<file path="src/rtl/serial_bank_pkg.sv">
package serial_bank_pkg;

    typedef enum logic [1:0] {
        TGT_CTRL = 2'd0,
        TGT_CHRA = 2'd1,
        TGT_CHRB = 2'd2,
        TGT_PRG  = 2'd3
    } target_e;

    localparam logic [4:0] SHIFT_EMPTY = 5'b10000;

    typedef struct packed {
        logic [4:0] ctrl;
        logic [4:0] chra;
        logic [4:0] chrb;
        logic [3:0] prg;
    } bank_regs_t;

endpackage

</file>
<file path="src/rtl/serial_loader.sv">
module serial_loader
    import serial_bank_pkg::*;
(
    input  logic       clk,
    input  logic       rst_n,
    input  logic       wr_en,
    input  logic [7:0] wr_data,
    input  logic [1:0] wr_sel,
    output logic       commit,
    output logic [4:0] commit_val,
    output target_e    commit_tgt,
    output logic       clear
);

    typedef struct packed {
        logic [4:0] shift;
    } loader_t;

    loader_t st_q, st_d;
    logic [4:0] shifted;

    always_comb begin
        st_d       = st_q;
        shifted    = {wr_data[0], st_q.shift[4:1]};
        commit     = 1'b0;
        clear      = 1'b0;
        commit_val = shifted;
        commit_tgt = target_e'(wr_sel);
        if (wr_en) begin
            if (wr_data[7]) begin
                clear      = 1'b1;
                st_d.shift = SHIFT_EMPTY;
            end else if (st_q.shift[0]) begin
                commit     = 1'b1;
                st_d.shift = SHIFT_EMPTY;
            end else begin
                st_d.shift = shifted;
            end
        end
    end

    always_ff @(posedge clk) begin
        if (!rst_n) st_q <= '{shift: SHIFT_EMPTY};
        else        st_q <= st_d;
    end

    assert_rearm_after_commit_R2: assert property (@(posedge clk) disable iff (!rst_n)
        commit |=> st_q.shift == SHIFT_EMPTY);

    assert_rearm_after_clear_R3: assert property (@(posedge clk) disable iff (!rst_n)
        clear |=> st_q.shift == SHIFT_EMPTY);

    assert_idle_keeps_shift_R1: assert property (@(posedge clk) disable iff (!rst_n)
        !wr_en |=> $stable(st_q.shift));

    assert_commit_clear_exclusive_R3: assert property (@(posedge clk) disable iff (!rst_n)
        $onehot0({commit, clear}));

endmodule

</file>
<file path="src/rtl/bank_file.sv">
module bank_file
    import serial_bank_pkg::*;
(
    input  logic       clk,
    input  logic       rst_n,
    input  logic       commit,
    input  logic [4:0] commit_val,
    input  target_e    commit_tgt,
    input  logic       clear,
    output bank_regs_t regs
);

    bank_regs_t regs_q, regs_d;

    always_comb begin
        regs_d = regs_q;
        if (clear) begin
            regs_d.ctrl = regs_q.ctrl | 5'h0C;
        end else if (commit) begin
            unique case (commit_tgt)
                TGT_CTRL: regs_d.ctrl = commit_val;
                TGT_CHRA: regs_d.chra = commit_val;
                TGT_CHRB: if (regs_q.ctrl[4]) regs_d.chrb = commit_val;
                TGT_PRG:  regs_d.prg  = commit_val[3:0];
                default:  regs_d = regs_q;
            endcase
        end
    end

    always_ff @(posedge clk) begin
        if (!rst_n) regs_q <= '0;
        else        regs_q <= regs_d;
    end

    assign regs = regs_q;

    assert_clear_forces_mode3_R3: assert property (@(posedge clk) disable iff (!rst_n)
        clear |=> regs_q.ctrl[3:2] == 2'b11);

    assert_clear_keeps_banks_R3: assert property (@(posedge clk) disable iff (!rst_n)
        clear |=> $stable(regs_q.chra) && $stable(regs_q.chrb) && $stable(regs_q.prg));

    assert_chrb_ignored_8k_R6: assert property (@(posedge clk) disable iff (!rst_n)
        (commit && commit_tgt == TGT_CHRB && !regs_q.ctrl[4]) |=> $stable(regs_q.chrb));

    assert_prg_commit_low4_R9: assert property (@(posedge clk) disable iff (!rst_n)
        (commit && commit_tgt == TGT_PRG) |=> regs_q.prg == $past(commit_val[3:0]));

endmodule

</file>
<file path="src/rtl/addr_map.sv">
module addr_map
    import serial_bank_pkg::*;
#(
    parameter int PRG_BANKS = 8,
    parameter int CHR_BANKS = 4,
    localparam int PRG_BW = (PRG_BANKS > 1) ? $clog2(PRG_BANKS) : 1,
    localparam int CHR_PAGES = 2 * CHR_BANKS,
    localparam int CHR_PW = $clog2(CHR_PAGES),
    localparam int PRG_AW = PRG_BW + 14,
    localparam int CHR_AW = CHR_PW + 12
)(
    input  logic              clk,
    input  logic              rst_n,
    input  bank_regs_t        regs,
    input  logic [15:0]       cpu_addr,
    input  logic [12:0]       ppu_addr,
    output logic [PRG_AW-1:0] prg_addr,
    output logic [CHR_AW-1:0] chr_addr,
    output logic              sram_sel,
    output logic [1:0]        mirror
);

    localparam int unsigned PRG_LAST = PRG_BANKS - 1;

    logic [31:0] prg_sel32, chr_sel32;
    logic [31:0] prg_even, prg_mod, chra_even, chra_mod, chrb_mod;
    logic [PRG_BW-1:0] prg_bank;
    logic [CHR_PW-1:0] chr_page;

    always_comb begin
        prg_even  = ({28'd0, regs.prg} & 32'hE) % PRG_BANKS;
        prg_mod   = {28'd0, regs.prg} % PRG_BANKS;
        chra_even = ({27'd0, regs.chra} & 32'h1E) % CHR_PAGES;
        chra_mod  = {27'd0, regs.chra} % CHR_PAGES;
        chrb_mod  = {27'd0, regs.chrb} % CHR_PAGES;

        unique case (regs.ctrl[3:2])
            2'd2:    prg_sel32 = cpu_addr[14] ? prg_mod : 32'd0;
            2'd3:    prg_sel32 = cpu_addr[14] ? PRG_LAST : prg_mod;
            default: prg_sel32 = prg_even + {31'd0, cpu_addr[14]};
        endcase

        if (regs.ctrl[4]) chr_sel32 = ppu_addr[12] ? chrb_mod : chra_mod;
        else              chr_sel32 = chra_even + {31'd0, ppu_addr[12]};

        prg_bank = prg_sel32[PRG_BW-1:0];
        chr_page = chr_sel32[CHR_PW-1:0];
    end

    assign prg_addr = {prg_bank, cpu_addr[13:0]};
    assign chr_addr = {chr_page, ppu_addr[11:0]};
    assign sram_sel = (cpu_addr[15:13] == 3'b011);
    assign mirror   = regs.ctrl[1:0];

    assert_mode2_low_fixed_R8: assert property (@(posedge clk) disable iff (!rst_n)
        (regs.ctrl[3:2] == 2'd2 && !cpu_addr[14]) |-> prg_addr[PRG_AW-1:14] == '0);

    assert_mode3_high_last_R8: assert property (@(posedge clk) disable iff (!rst_n)
        (regs.ctrl[3:2] == 2'd3 && cpu_addr[14]) |-> prg_addr[PRG_AW-1:14] == PRG_BW'(PRG_LAST));

    assert_prg_offset_passes_R8: assert property (@(posedge clk) disable iff (!rst_n)
        prg_addr[13:0] == cpu_addr[13:0]);

    assert_chr8k_pair_R6: assert property (@(posedge clk) disable iff (!rst_n)
        !regs.ctrl[4] |-> chr_addr[12] == ppu_addr[12]);

endmodule

</file>
<file path="src/rtl/serial_bank_ctrl.sv">
module serial_bank_ctrl
    import serial_bank_pkg::*;
#(
    parameter int PRG_BANKS = 8,
    parameter int CHR_BANKS = 4,
    localparam int PRG_BW = (PRG_BANKS > 1) ? $clog2(PRG_BANKS) : 1,
    localparam int CHR_PW = $clog2(2 * CHR_BANKS),
    localparam int PRG_AW = PRG_BW + 14,
    localparam int CHR_AW = CHR_PW + 12
)(
    input  logic              clk,
    input  logic              rst_n,
    input  logic [15:0]       cpu_addr,
    input  logic              cpu_we,
    input  logic [7:0]        cpu_data,
    input  logic [12:0]       ppu_addr,
    output logic [PRG_AW-1:0] prg_addr,
    output logic [CHR_AW-1:0] chr_addr,
    output logic              sram_sel,
    output logic [1:0]        mirror
);

    logic       ld_commit, ld_clear;
    logic [4:0] ld_val;
    target_e    ld_tgt;
    bank_regs_t regs;

    serial_loader u_loader (
        .clk        (clk),
        .rst_n      (rst_n),
        .wr_en      (cpu_we && cpu_addr[15]),
        .wr_data    (cpu_data),
        .wr_sel     (cpu_addr[14:13]),
        .commit     (ld_commit),
        .commit_val (ld_val),
        .commit_tgt (ld_tgt),
        .clear      (ld_clear)
    );

    bank_file u_banks (
        .clk        (clk),
        .rst_n      (rst_n),
        .commit     (ld_commit),
        .commit_val (ld_val),
        .commit_tgt (ld_tgt),
        .clear      (ld_clear),
        .regs       (regs)
    );

    addr_map #(
        .PRG_BANKS (PRG_BANKS),
        .CHR_BANKS (CHR_BANKS)
    ) u_map (
        .clk      (clk),
        .rst_n    (rst_n),
        .regs     (regs),
        .cpu_addr (cpu_addr),
        .ppu_addr (ppu_addr),
        .prg_addr (prg_addr),
        .chr_addr (chr_addr),
        .sram_sel (sram_sel),
        .mirror   (mirror)
    );

    assert_low_write_no_change_R2: assert property (@(posedge clk) disable iff (!rst_n)
        (cpu_we && !cpu_addr[15]) |=> $stable(regs));

endmodule

</file>
<file path="config.mk">
export PLATFORM = sky130hd
export DESIGN_NAME = serial_bank_ctrl
export DESIGN_NICKNAME = d
export VERILOG_FILES = /design/src/rtl/serial_bank_pkg.sv /design/src/rtl/serial_loader.sv /design/src/rtl/bank_file.sv /design/src/rtl/addr_map.sv /design/src/rtl/serial_bank_ctrl.sv
export SDC_FILE = /design/constraint.sdc
export NUM_CORES = 1
export LEC_CHECK = 0
export BUFFER_PORTS_ARGS = -buffer_cell sky130_fd_sc_hd__buf_2
export CELL_PAD_IN_SITES_DETAIL_PLACEMENT = 1
export CELL_PAD_IN_SITES_GLOBAL_PLACEMENT = 1
export CORE_ASPECT_RATIO = 1.4
export CORE_UTILIZATION = 34
export CTS_BUF_LIST = sky130_fd_sc_hd__clkbuf_16
export CTS_CLUSTER_DIAMETER = 80
export DETAILED_ROUTE_END_ITERATION = 7
export PLACE_DENSITY_LB_ADDON = 0.1
export REMOVE_ABC_BUFFERS = 1
export SYNTH_ARGS = -nofsm -noshare
export SYNTH_HDL_FRONTEND = slang
export SYNTH_HIERARCHICAL = 1
export SYNTH_SLANG_ARGS = --single-unit
export TNS_END_PERCENT = 5
</file>
<file path="constraint.sdc">
create_clock -name clk -period 3.1 [get_ports clk]
set_input_delay 0.465 -clock clk [delete_from_list [all_inputs] [get_ports clk]]
set_output_delay 0.465 -clock clk [all_outputs]
set_load 0.05 [all_outputs]
</file>
## Yosys cells after proc, flatten, opt, wreduce, memory -nomap -nowiden

Index checks and enable logic that the tools add are counted.

- Register bits after elaboration: 24
- Output and inout bits: 35

- Add/sub/neg operators: 2
- Equality and inequality tests: 6
- Multiplexer cells: 19
- Bitwise operators: 1
- Reduce and logical (&&, ||, !) cells: 9

Operator list:

| kind | count |
|---|---|
| 5-bit 2-to-1 mux | 5 |
| 18-bit 2-to-1 mux | 1 |
| 3-bit 2-to-1 mux | 4 |
| 4-bit 2-to-1 mux | 3 |
| 3-bit AND reduction | 3 |
| 2-bit equality test (second input constant) | 4 |
| 3-bit by 1-bit adder with 3-bit output | 2 |
| 3-bit case mux with 2 select lines | 1 |
| 1-bit 2-to-1 mux | 5 |
| 4-bit AND reduction | 1 |
| 2-bit nonzero test | 2 |
| 3-bit by 2-bit equality test with 1-bit output (second input constant) | 1 |
| 2-bit by 1-bit equality test with 1-bit output (second input constant) | 1 |
| 2-bit zero test | 1 |
| 2-bit AND reduction | 1 |
| 1-bit logical AND | 1 |
| 1-bit NOT | 1 |

## Depth between registers and ports, before layout

Gate-level depths: netlist of the first run.

- Word-level depth: 5
- Depth in mapped cells: 8
- Gate-level depth less buffers: 6

## Cells and area by module

Netlist of the first run, hierarchy kept.

By module, submodules not included:

| module | times used | cells an instance | area an instance (µm²) | sequential area each (µm²) |
|---|---|---|---|---|
| bank_file | 1 | 81 | 768.2 | 380.4 |
| addr_map | 1 | 47 | 329.1 | 0.0 |
| serial_loader | 1 | 31 | 297.8 | 100.1 |
| serial_bank_ctrl | 1 | 1 | 6.3 | 0.0 |

## Worst setup path after synthesis of the first run

OpenSTA, ideal clock, no wires.

- Kind: in2reg
- Start point: in cpu_we
- End point: reg u_banks.regs_q (netlist bit u_banks/regs[8])
- Arrival time: 1.679 ns
- Slack: 1.303 ns
- Stages on the path: 7
- Buffers on the path: 2
- Cells stage by stage: and2_1 -> buf_6 -> and2_2 -> nand2b_4 -> or3_1 -> buf_6 -> mux2i_1

- Cells in the longest elaborated chain, start to end: 4
- Elaborated cells on any way between the ends: 5
- Classes of those cells: mux: 2; bitwise: 1; reduce/logical: 2

Ends and longest elaborated chain:

| element | RTL line | RTL |
|---|---|---|
| start, declared | serial_bank_ctrl.sv:14 | `input logic cpu_we,` |
| 1-bit logical AND | serial_bank_ctrl.sv:31 | `.wr_en (cpu_we && cpu_addr[15]),` |
| 1-bit 2-to-1 mux | serial_loader.sv:29 | `if (wr_en) begin` |
| net ld_clear | serial_bank_ctrl.sv:23 | `logic ld_commit, ld_clear;` |
| 1-bit NOT (no line) | -- |  |
| 4-bit AND reduction (no line) | -- |  |
| end signal, assigned | bank_file.sv:32 | `else regs_q <= regs_d;` |
| end, declared | bank_file.sv:13 | `bank_regs_t regs_q, regs_d;` |

The timed path passes the listed nets, and every way through them passes these cells.
A chain may end at the register's enable or synchronous reset.

## Worst setup path in the final report of the first run

- Start point: in cpu_addr[15]
- End point: reg u_banks.regs_q (netlist bit u_banks/regs[17])

- Cells in the longest elaborated chain, start to end: 4
- Elaborated cells on any way between the ends: 7
- Classes of those cells: mux: 3; reduce/logical: 4

Ends and longest elaborated chain:

| element | RTL line | RTL |
|---|---|---|
| start, declared | serial_bank_ctrl.sv:13 | `input logic [15:0] cpu_addr,` |
| 1-bit logical AND | serial_bank_ctrl.sv:31 |  |
| 1-bit 2-to-1 mux | serial_loader.sv:29 |  |
| net ld_commit | serial_bank_ctrl.sv:23 |  |
| 2-bit nonzero test (no line) | -- |  |
| 2-bit AND reduction (no line) | -- |  |

The timed path passes the listed nets, and every way through them passes these cells.

==> results of run 1 <==
routing by layer:
metal	global-route usage	vias to the layer above
met5	0	-
met4	0.04386	0
met3	0.1188	2
met2	0.2194	45
met1	0.2215	392
li1	-	401
final timing paths:
kind                     from                to  cells past startpoint
max              cpu_addr[15]  u_banks/regs[17]                      7
min          u_banks/regs[14]  u_banks/regs[14]                      2
max reg2reg  u_loader/st_q[0]  u_banks/regs[17]                      5
min reg2reg  u_banks/regs[14]  u_banks/regs[14]                      2
state kept, by name, indices dropped and copies added, names as in the netlist:
signal,cells
u_banks/regs,14
u_loader/st_q,5
critical path, cell delays in order:
cell	delay [ns]
buf_2	0.08
and2_1	0.32
nand2_1	0.09
nor2_1	0.33
nor3b_1	0.45
nand2_1	0.10
o311a_1	0.14
cell type report:
type	count	share of cell area
Inverter	4	0.01311
Sequential cell	19	0.3322
Clock buffer	3	0.06557
Tap cell	40	0.04372
Timing Repair Buffer	18	0.07869
Clock inverter	1	0.004372
Multi-Input combinational cell	78	0.4623
placed cells by master (no fill, tap or decap), types with 2 or more instances in the layout:
cell type and n:
a21oi_1 4, and4bb_1 2, buf_2 18, clkbuf_16 3, dfxtp_1 19, inv_1 4, mux2_4 2, mux2i_1 9
nand2_1 18, nand3_1 3, nor2_1 5, nor2b_1 7, nor4bb_1 2, o21a_1 4, o21ai_0 4, o22ai_1 2
o311a_1 2
power groups by stage:
stage	registers (mW)	logic (mW)	clock network, mW
after floorplan	0.254	0.0224	0
after global placement	0.255	0.0436	0
after detailed placement	0.255	0.0442	0
after CTS	0.250	0.0443	0.273
after global routing	0.250	0.0477	0.288
final	0.250	0.0440	0.264
metrics by stage:
stage | power [mW] | cell area, sq um | cells
3_3_place_gp | 0.2988 | 1065 | 159
3_5_place_dp | 0.2996 | 1065 | 159
6_report | 0.5579 | 1145 | 163
4_1_cts | 0.5673 | 1145 | 163
2_1_floorplan | 0.2764 | 924.6 | 101
5_1_grt | 0.5855 | 1145 | 163
==> summary.md, run 1 <==
| Metric | Value |
|---|---|
| Result of the run | `finished clean` |
| Wire length on met2 | `1202 um` |
| CP required | `roughly 3.2 ns` |
| Starting utilization of the core area | `0.3596` |
| Count of routing violations after the opening detailed-route iteration | `10` |
| Mapped cell area | `between 0.001 and 0.0015 sq mm` |
| Syn Area/Cell | `8.635 sq um` |
| Floorplan row count | `25` |
| RD Place Congestion | `0.6502` |
| Power density normalized to cell area | `487.3 mW/mm^2` |
| Post-place setup slack | `0.9897 ns` |
| Final max-slew violation count | `0` |
| Fraction of the cycle the final worst path needs | `0.5964` |
| Power dissipated by switching net loads | `0.1241 mW` |
| RSZ-0062 raised after global routing | `no` |
| CTS sink cnt | `19` |
| Number of input and output port buffers inserted | `18` |
| Std-Cell Core Area | `0.003410 sq mm` |
| Met1 wire length | `approximately 1400 um` |
| Number of buffers created by CTS | `3` |
| Detail-routed via count per cell | `just over 5` |
| Clock transition at the registers of the reported paths | `0.05 ns` |
| Net Sw Frac | `0.2224` |
| Vias post-DR | `840` |
| All-layer global routing usage | `0.1687` |
| I/O pin count | `between 70 and 80` |
| Root buffer cell | `clkbuf_16` |
| Wire length of the first global-routing pass | `roughly 4500 um` |
| Ys Warns | `6` |
| Share of total power in combinational logic | `0.079` |
| Worst setup SP type | `input pin` |
| Multi-input gate area | `529.3 sq um` |
| Slack of the critical path | `approximately 1.3 ns` |
| Detailed-placement wirelength estimate | `2295 um` |
| Nets@finish | `164` |
| Largest voltage drop on the vdd net | `0.3977 mV` |
| Setup TNS after final layout | `0 ns` |
| Fraction of power consumed by the clock network | `0.473` |
| Growth of design area from synthesis to finish | `-6.632%` |
| Peak clock frequency supported by timing | `540.9 MHz` |
| Tightest Hold Check Type | `reg -> reg` |
| Number of global-route vias before repair | `812` |
| DRT Wirelength | `3077 um` |
| Register-to-Register Setup Slack | `1.48 ns` |
| Fill cell instance count of the final layout | `412` |
| Worst endpoint data arrival time | `between 1.5 and 2 ns` |
| Final hold slack | `0.4593 ns` |
| Slew Limit Headroom | `0.6905` |
| ANT nets after route | `0` |
| Max capacitance violation total | `0` |
| CTS tree | `done` |
| Number of antenna violations at the first check in global routing | `0` |
| Max Root-Sink Buffers | `2` |
| Drt wl/cell | `about 19 um` |
| DRC viols | `0` |
| Die footprint | `0.003854 sq mm` |
| Share of cells above drive strength 1 | `0.2358` |
| Post-route core utilization | `0.3358` |
| Critical path type | `in -> reg` |
| Critical-path maximum fanout | `12` |
| Storage cell area | `380.4 sq um` |
| Sort of element at the end of the critical path | `flop` |
| Flop pwr share | `0.448` |
| DRT Pass-1 Iters | `4` |
| Setup-failing EPs final | `0` |
| Routed length on met3 | `443 um` |
| # hold bufs at CTS | `0` |
| Fin crit period | `1.849 ns` |
| Clock Skews | `around 0.00096 ns` |
| Cell internal power dissipation | `0.4338 mW` |
| Top layer in use | `met4` |
| Antenna Diode Count | `0` |
| Gate count after technology mapping | `142` |
| Cell leakage power | `0.4808 nW` |
| Clock latency on the worst-skew pair | `0.25 ns` |
| Final hold violation count | `0` |
| Resized Gates After CTS | `0` |
| Grt total ovfl | `0` |
| Post-CTS setup-driven buffer insertion count | `0` |
| Die height | `approximately 73 um` |
| Least-Margin Pin Slew | `between 0.4 and 0.5 ns` |
| DIE WIDTH | `52.76 um` |
| CTS H-Tree Depth | `1` |
| Maximum number of pins on one net before global-route repair | `27` |
(Power assumes the default switching activity.)
==> run 2, diff against run 1 <==
--- a/config.mk
+++ b/config.mk
@@ -5,11 +5,12 @@
 export SDC_FILE = /design/constraint.sdc
 export NUM_CORES = 1
 export LEC_CHECK = 0
+export ABC_AREA = 1
 export BUFFER_PORTS_ARGS = -buffer_cell sky130_fd_sc_hd__buf_2
 export CELL_PAD_IN_SITES_DETAIL_PLACEMENT = 1
 export CELL_PAD_IN_SITES_GLOBAL_PLACEMENT = 1
 export CORE_ASPECT_RATIO = 1.4
-export CORE_UTILIZATION = 34
+export CORE_UTILIZATION = 27
 export CTS_BUF_LIST = sky130_fd_sc_hd__clkbuf_16
 export CTS_CLUSTER_DIAMETER = 80
 export DETAILED_ROUTE_END_ITERATION = 7
==> constraint.sdc (replaced) <==
create_clock -name clk -period 1.6 [get_ports clk]
set_input_delay 0.24 -clock clk [delete_from_list [all_inputs] [get_ports clk]]
set_output_delay 0.24 -clock clk [all_outputs]
set_load 0.05 [all_outputs]
==> summary.md, run 2 <==
| Metric | Value |
|---|---|
| Result of the run | `finished clean` |
| Number of antenna violations at the first check in global routing | `0 (unchanged)` |
| # hold bufs at CTS | `0 (unchanged)` |
| Vias post-DR | `1105 (+32%)` |
| CP required | `1.36 ns (-1.88 ns)` |
| Critical path type | `reg -> out` |
| Fraction of the cycle the final worst path needs | `0.8828` |
| Final hold slack | `0.2221 ns (-0.2372 ns)` |
| Post-place setup slack | `0.1749 ns (-0.8148 ns)` |
| DRT Wirelength | `3574 um (+16%)` |
| Growth of design area from synthesis to finish | `-2.294%` |
| Setup-failing EPs final | `0 (unchanged)` |
| Number of buffers created by CTS | `3 (unchanged)` |
| Final hold violation count | `0 (unchanged)` |
| Fraction of power consumed by the clock network | `0.468 (-0.005)` |
| Die footprint | `0.005133 sq mm (+33%)` |
| I/O pin count | `75 (unchanged)` |
| Flop pwr share | `0.431 (-0.017)` |
| Worst endpoint data arrival time | `1.17 ns (-0.81 ns)` |
| Largest voltage drop on the vdd net | `0.3053 mV (-23%)` |
| Post-CTS setup-driven buffer insertion count | `0 (unchanged)` |
| Grt total ovfl | `0 (unchanged)` |
| CTS tree | `done` |
| Drt wl/cell | `14.24 um (-25%)` |
| All-layer global routing usage | `0.1566 (-0.01208)` |
| Storage cell area | `380.4 sq um (unchanged)` |
| Detailed-placement wirelength estimate | `2879 um (+25%)` |
| Placed standard-cell area | `0.001199 sq mm (+13%)` |
| Die height | `84.38 um (+15%)` |
| Antenna Diode Count | `0 (unchanged)` |
| DRT Pass-1 Iters | `4 (unchanged)` |
| Root buffer cell | `clkbuf_16` |
| Max Root-Sink Buffers | `2 (unchanged)` |
| Clock latency on the worst-skew pair | `0.25 ns (about the same)` |
| Fin crit period | `1.413 ns` |
| Number of global-route vias before repair | `1171 (+44%)` |
| Setup TNS after final layout | `0 ns (unchanged)` |
| Layout Cell Area excl Fill | `0.001279 sq mm (+12%)` |
| Maximum number of pins on one net before global-route repair | `18 (-33%)` |
| Mapped cell area | `0.001309 sq mm (+6.7%)` |
| Detail-routed via count per cell | `4.402 (-15%)` |
| Clock Skews | `0.003951 ns (+0.002991 ns)` |
| Resized Gates After CTS | `0 (unchanged)` |
| Multi-input gate area | `538.0 sq um (+1.7%)` |
| Wire length of the first global-routing pass | `5720 um (+26%)` |
| Floorplan row count | `29 (+16%)` |
| Power density normalized to cell area | `879.4 mW/mm^2 (+80%)` |
| Gate count after technology mapping | `205 (+44%)` |
| Number of input and output port buffers inserted | `18 (unchanged)` |
| CTS H-Tree Depth | `1 (unchanged)` |
| Share of total power in combinational logic | `0.101 (+0.022)` |
| Starting utilization of the core area | `0.2840 (-0.07563)` |
| Sort of element at the end of the critical path | `output pin` |
| Most common cell after layout, fill and taps aside | `nand2_1` |
| Share of cells above drive strength 1 | `0.2540 (+0.01820)` |
| Least-Margin Pin Slew | `0.3281 ns (-0.1362 ns)` |
| RSZ-0062 raised after global routing | `no` |
| Power dissipated by switching net loads | `0.2773 mW (+120%)` |
| Slack of the critical path | `0.1875 ns (-1.064 ns)` |
| Worst setup SP type | `flop` |
| Overall Power | `1.124 mW (+100%)` |
| Cell internal power dissipation | `0.8472 mW (+95%)` |
| Count of routing violations after the opening detailed-route iteration | `25 (+15)` |
| CTS sink cnt | `19 (unchanged)` |
| Final max-slew violation count | `0 (unchanged)` |
| Clock transition at the registers of the reported paths | `0.06 ns (about the same)` |
| Net Sw Frac | `0.2466 (+0.02417)` |
| Syn Area/Cell | `6.384 sq um (-26%)` |
| RD Place Congestion | `0.6714 (+3.3%)` |
| Critical-path maximum fanout | `7 (-5)` |
| Slew Limit Headroom | `0.7813 (+0.09081)` |
| Nets@finish | `230 (+40%)` |
| Ys Warns | `6 (unchanged)` |
| Max FFs per register | `14 (unchanged)` |
| Max capacitance violation total | `0 (unchanged)` |
| Fill cell instance count of the final layout | `626 (+52%)` |
| DRC viols | `0 (unchanged)` |
| Tightest Hold Check Type | `in -> reg` |
| DIE WIDTH | `60.84 um (+15%)` |
| Peak clock frequency supported by timing | `707.9 MHz` |
| ANT nets after route | `0 (unchanged)` |
| Cell leakage power | `0.6064 nW (+26%)` |
| Most frequent cells in the layout | `nand2_1, nor2_1, dfxtp_1` |
| Std-Cell Core Area | `0.004608 sq mm (+35%)` |
## run 2: path summary, 6_finish.rpt
path | start | endpoint | slack (ns) | depth (start not counted)
max | u_banks/regs[18] | chr_addr[12] | 0.19 | 5
max reg2reg | u_loader/st_q[0] | u_banks/regs[14] | 0.25 | 8
min reg2reg | u_banks/regs[15] | u_banks/regs[15] | 0.47 | 2
min | cpu_data[0] | u_loader/st_q[4] | 0.22 | 3
## run 2: per-layer routing
layer / up-vias / part of all wire / global-route usage
li1: 549 / - / -
met1: 511 / 0.45 / 0.2006
met2: 40 / 0.44 / 0.2208
met3: 5 / 0.097 / 0.08166
met4: 0 / 0.014 / 0.04959
met5: - / 0 / 0.04396
## run 2: area by class of cell
type | instances | area share
sequential | 19 | 0.2975
multi-input combinational | 120 | 0.4207
tap | 62 | 0.06067
clock buffer | 3 | 0.05871
inverter | 26 | 0.07632
clock inverter | 1 | 0.003914
timing repair buffer | 20 | 0.08219
## run 2: metrics by stage
| step | instances | utilization |
|---|---|---|
| floorplan | 165 | - |
| global placement | 247 | 0.2601 |
| detailed placement | 247 | 0.2601 |
| CTS | 251 | 0.2775 |
| global route | 251 | 0.2775 |
| finish | 251 | 0.2775 |
## run 2: critical path, stage by stage (launching register included)
cell,delay (ns)
dfxtp_1,0.44
nand2_1,0.08
nand2_1,0.06
nand2_1,0.05
inv_1,0.04
buf_2,0.25
## run 2: power by group through the flow
stage / clock [mW] / sequential (mW) / combinational (mW)
floorplan: 0 / 0.494 / 0.0659
global placement: 0 / 0.495 / 0.113
detailed placement: 0 / 0.496 / 0.116
CTS: 0.548 / 0.485 / 0.116
global route: 0.560 / 0.486 / 0.128
finish: 0.526 / 0.485 / 0.113
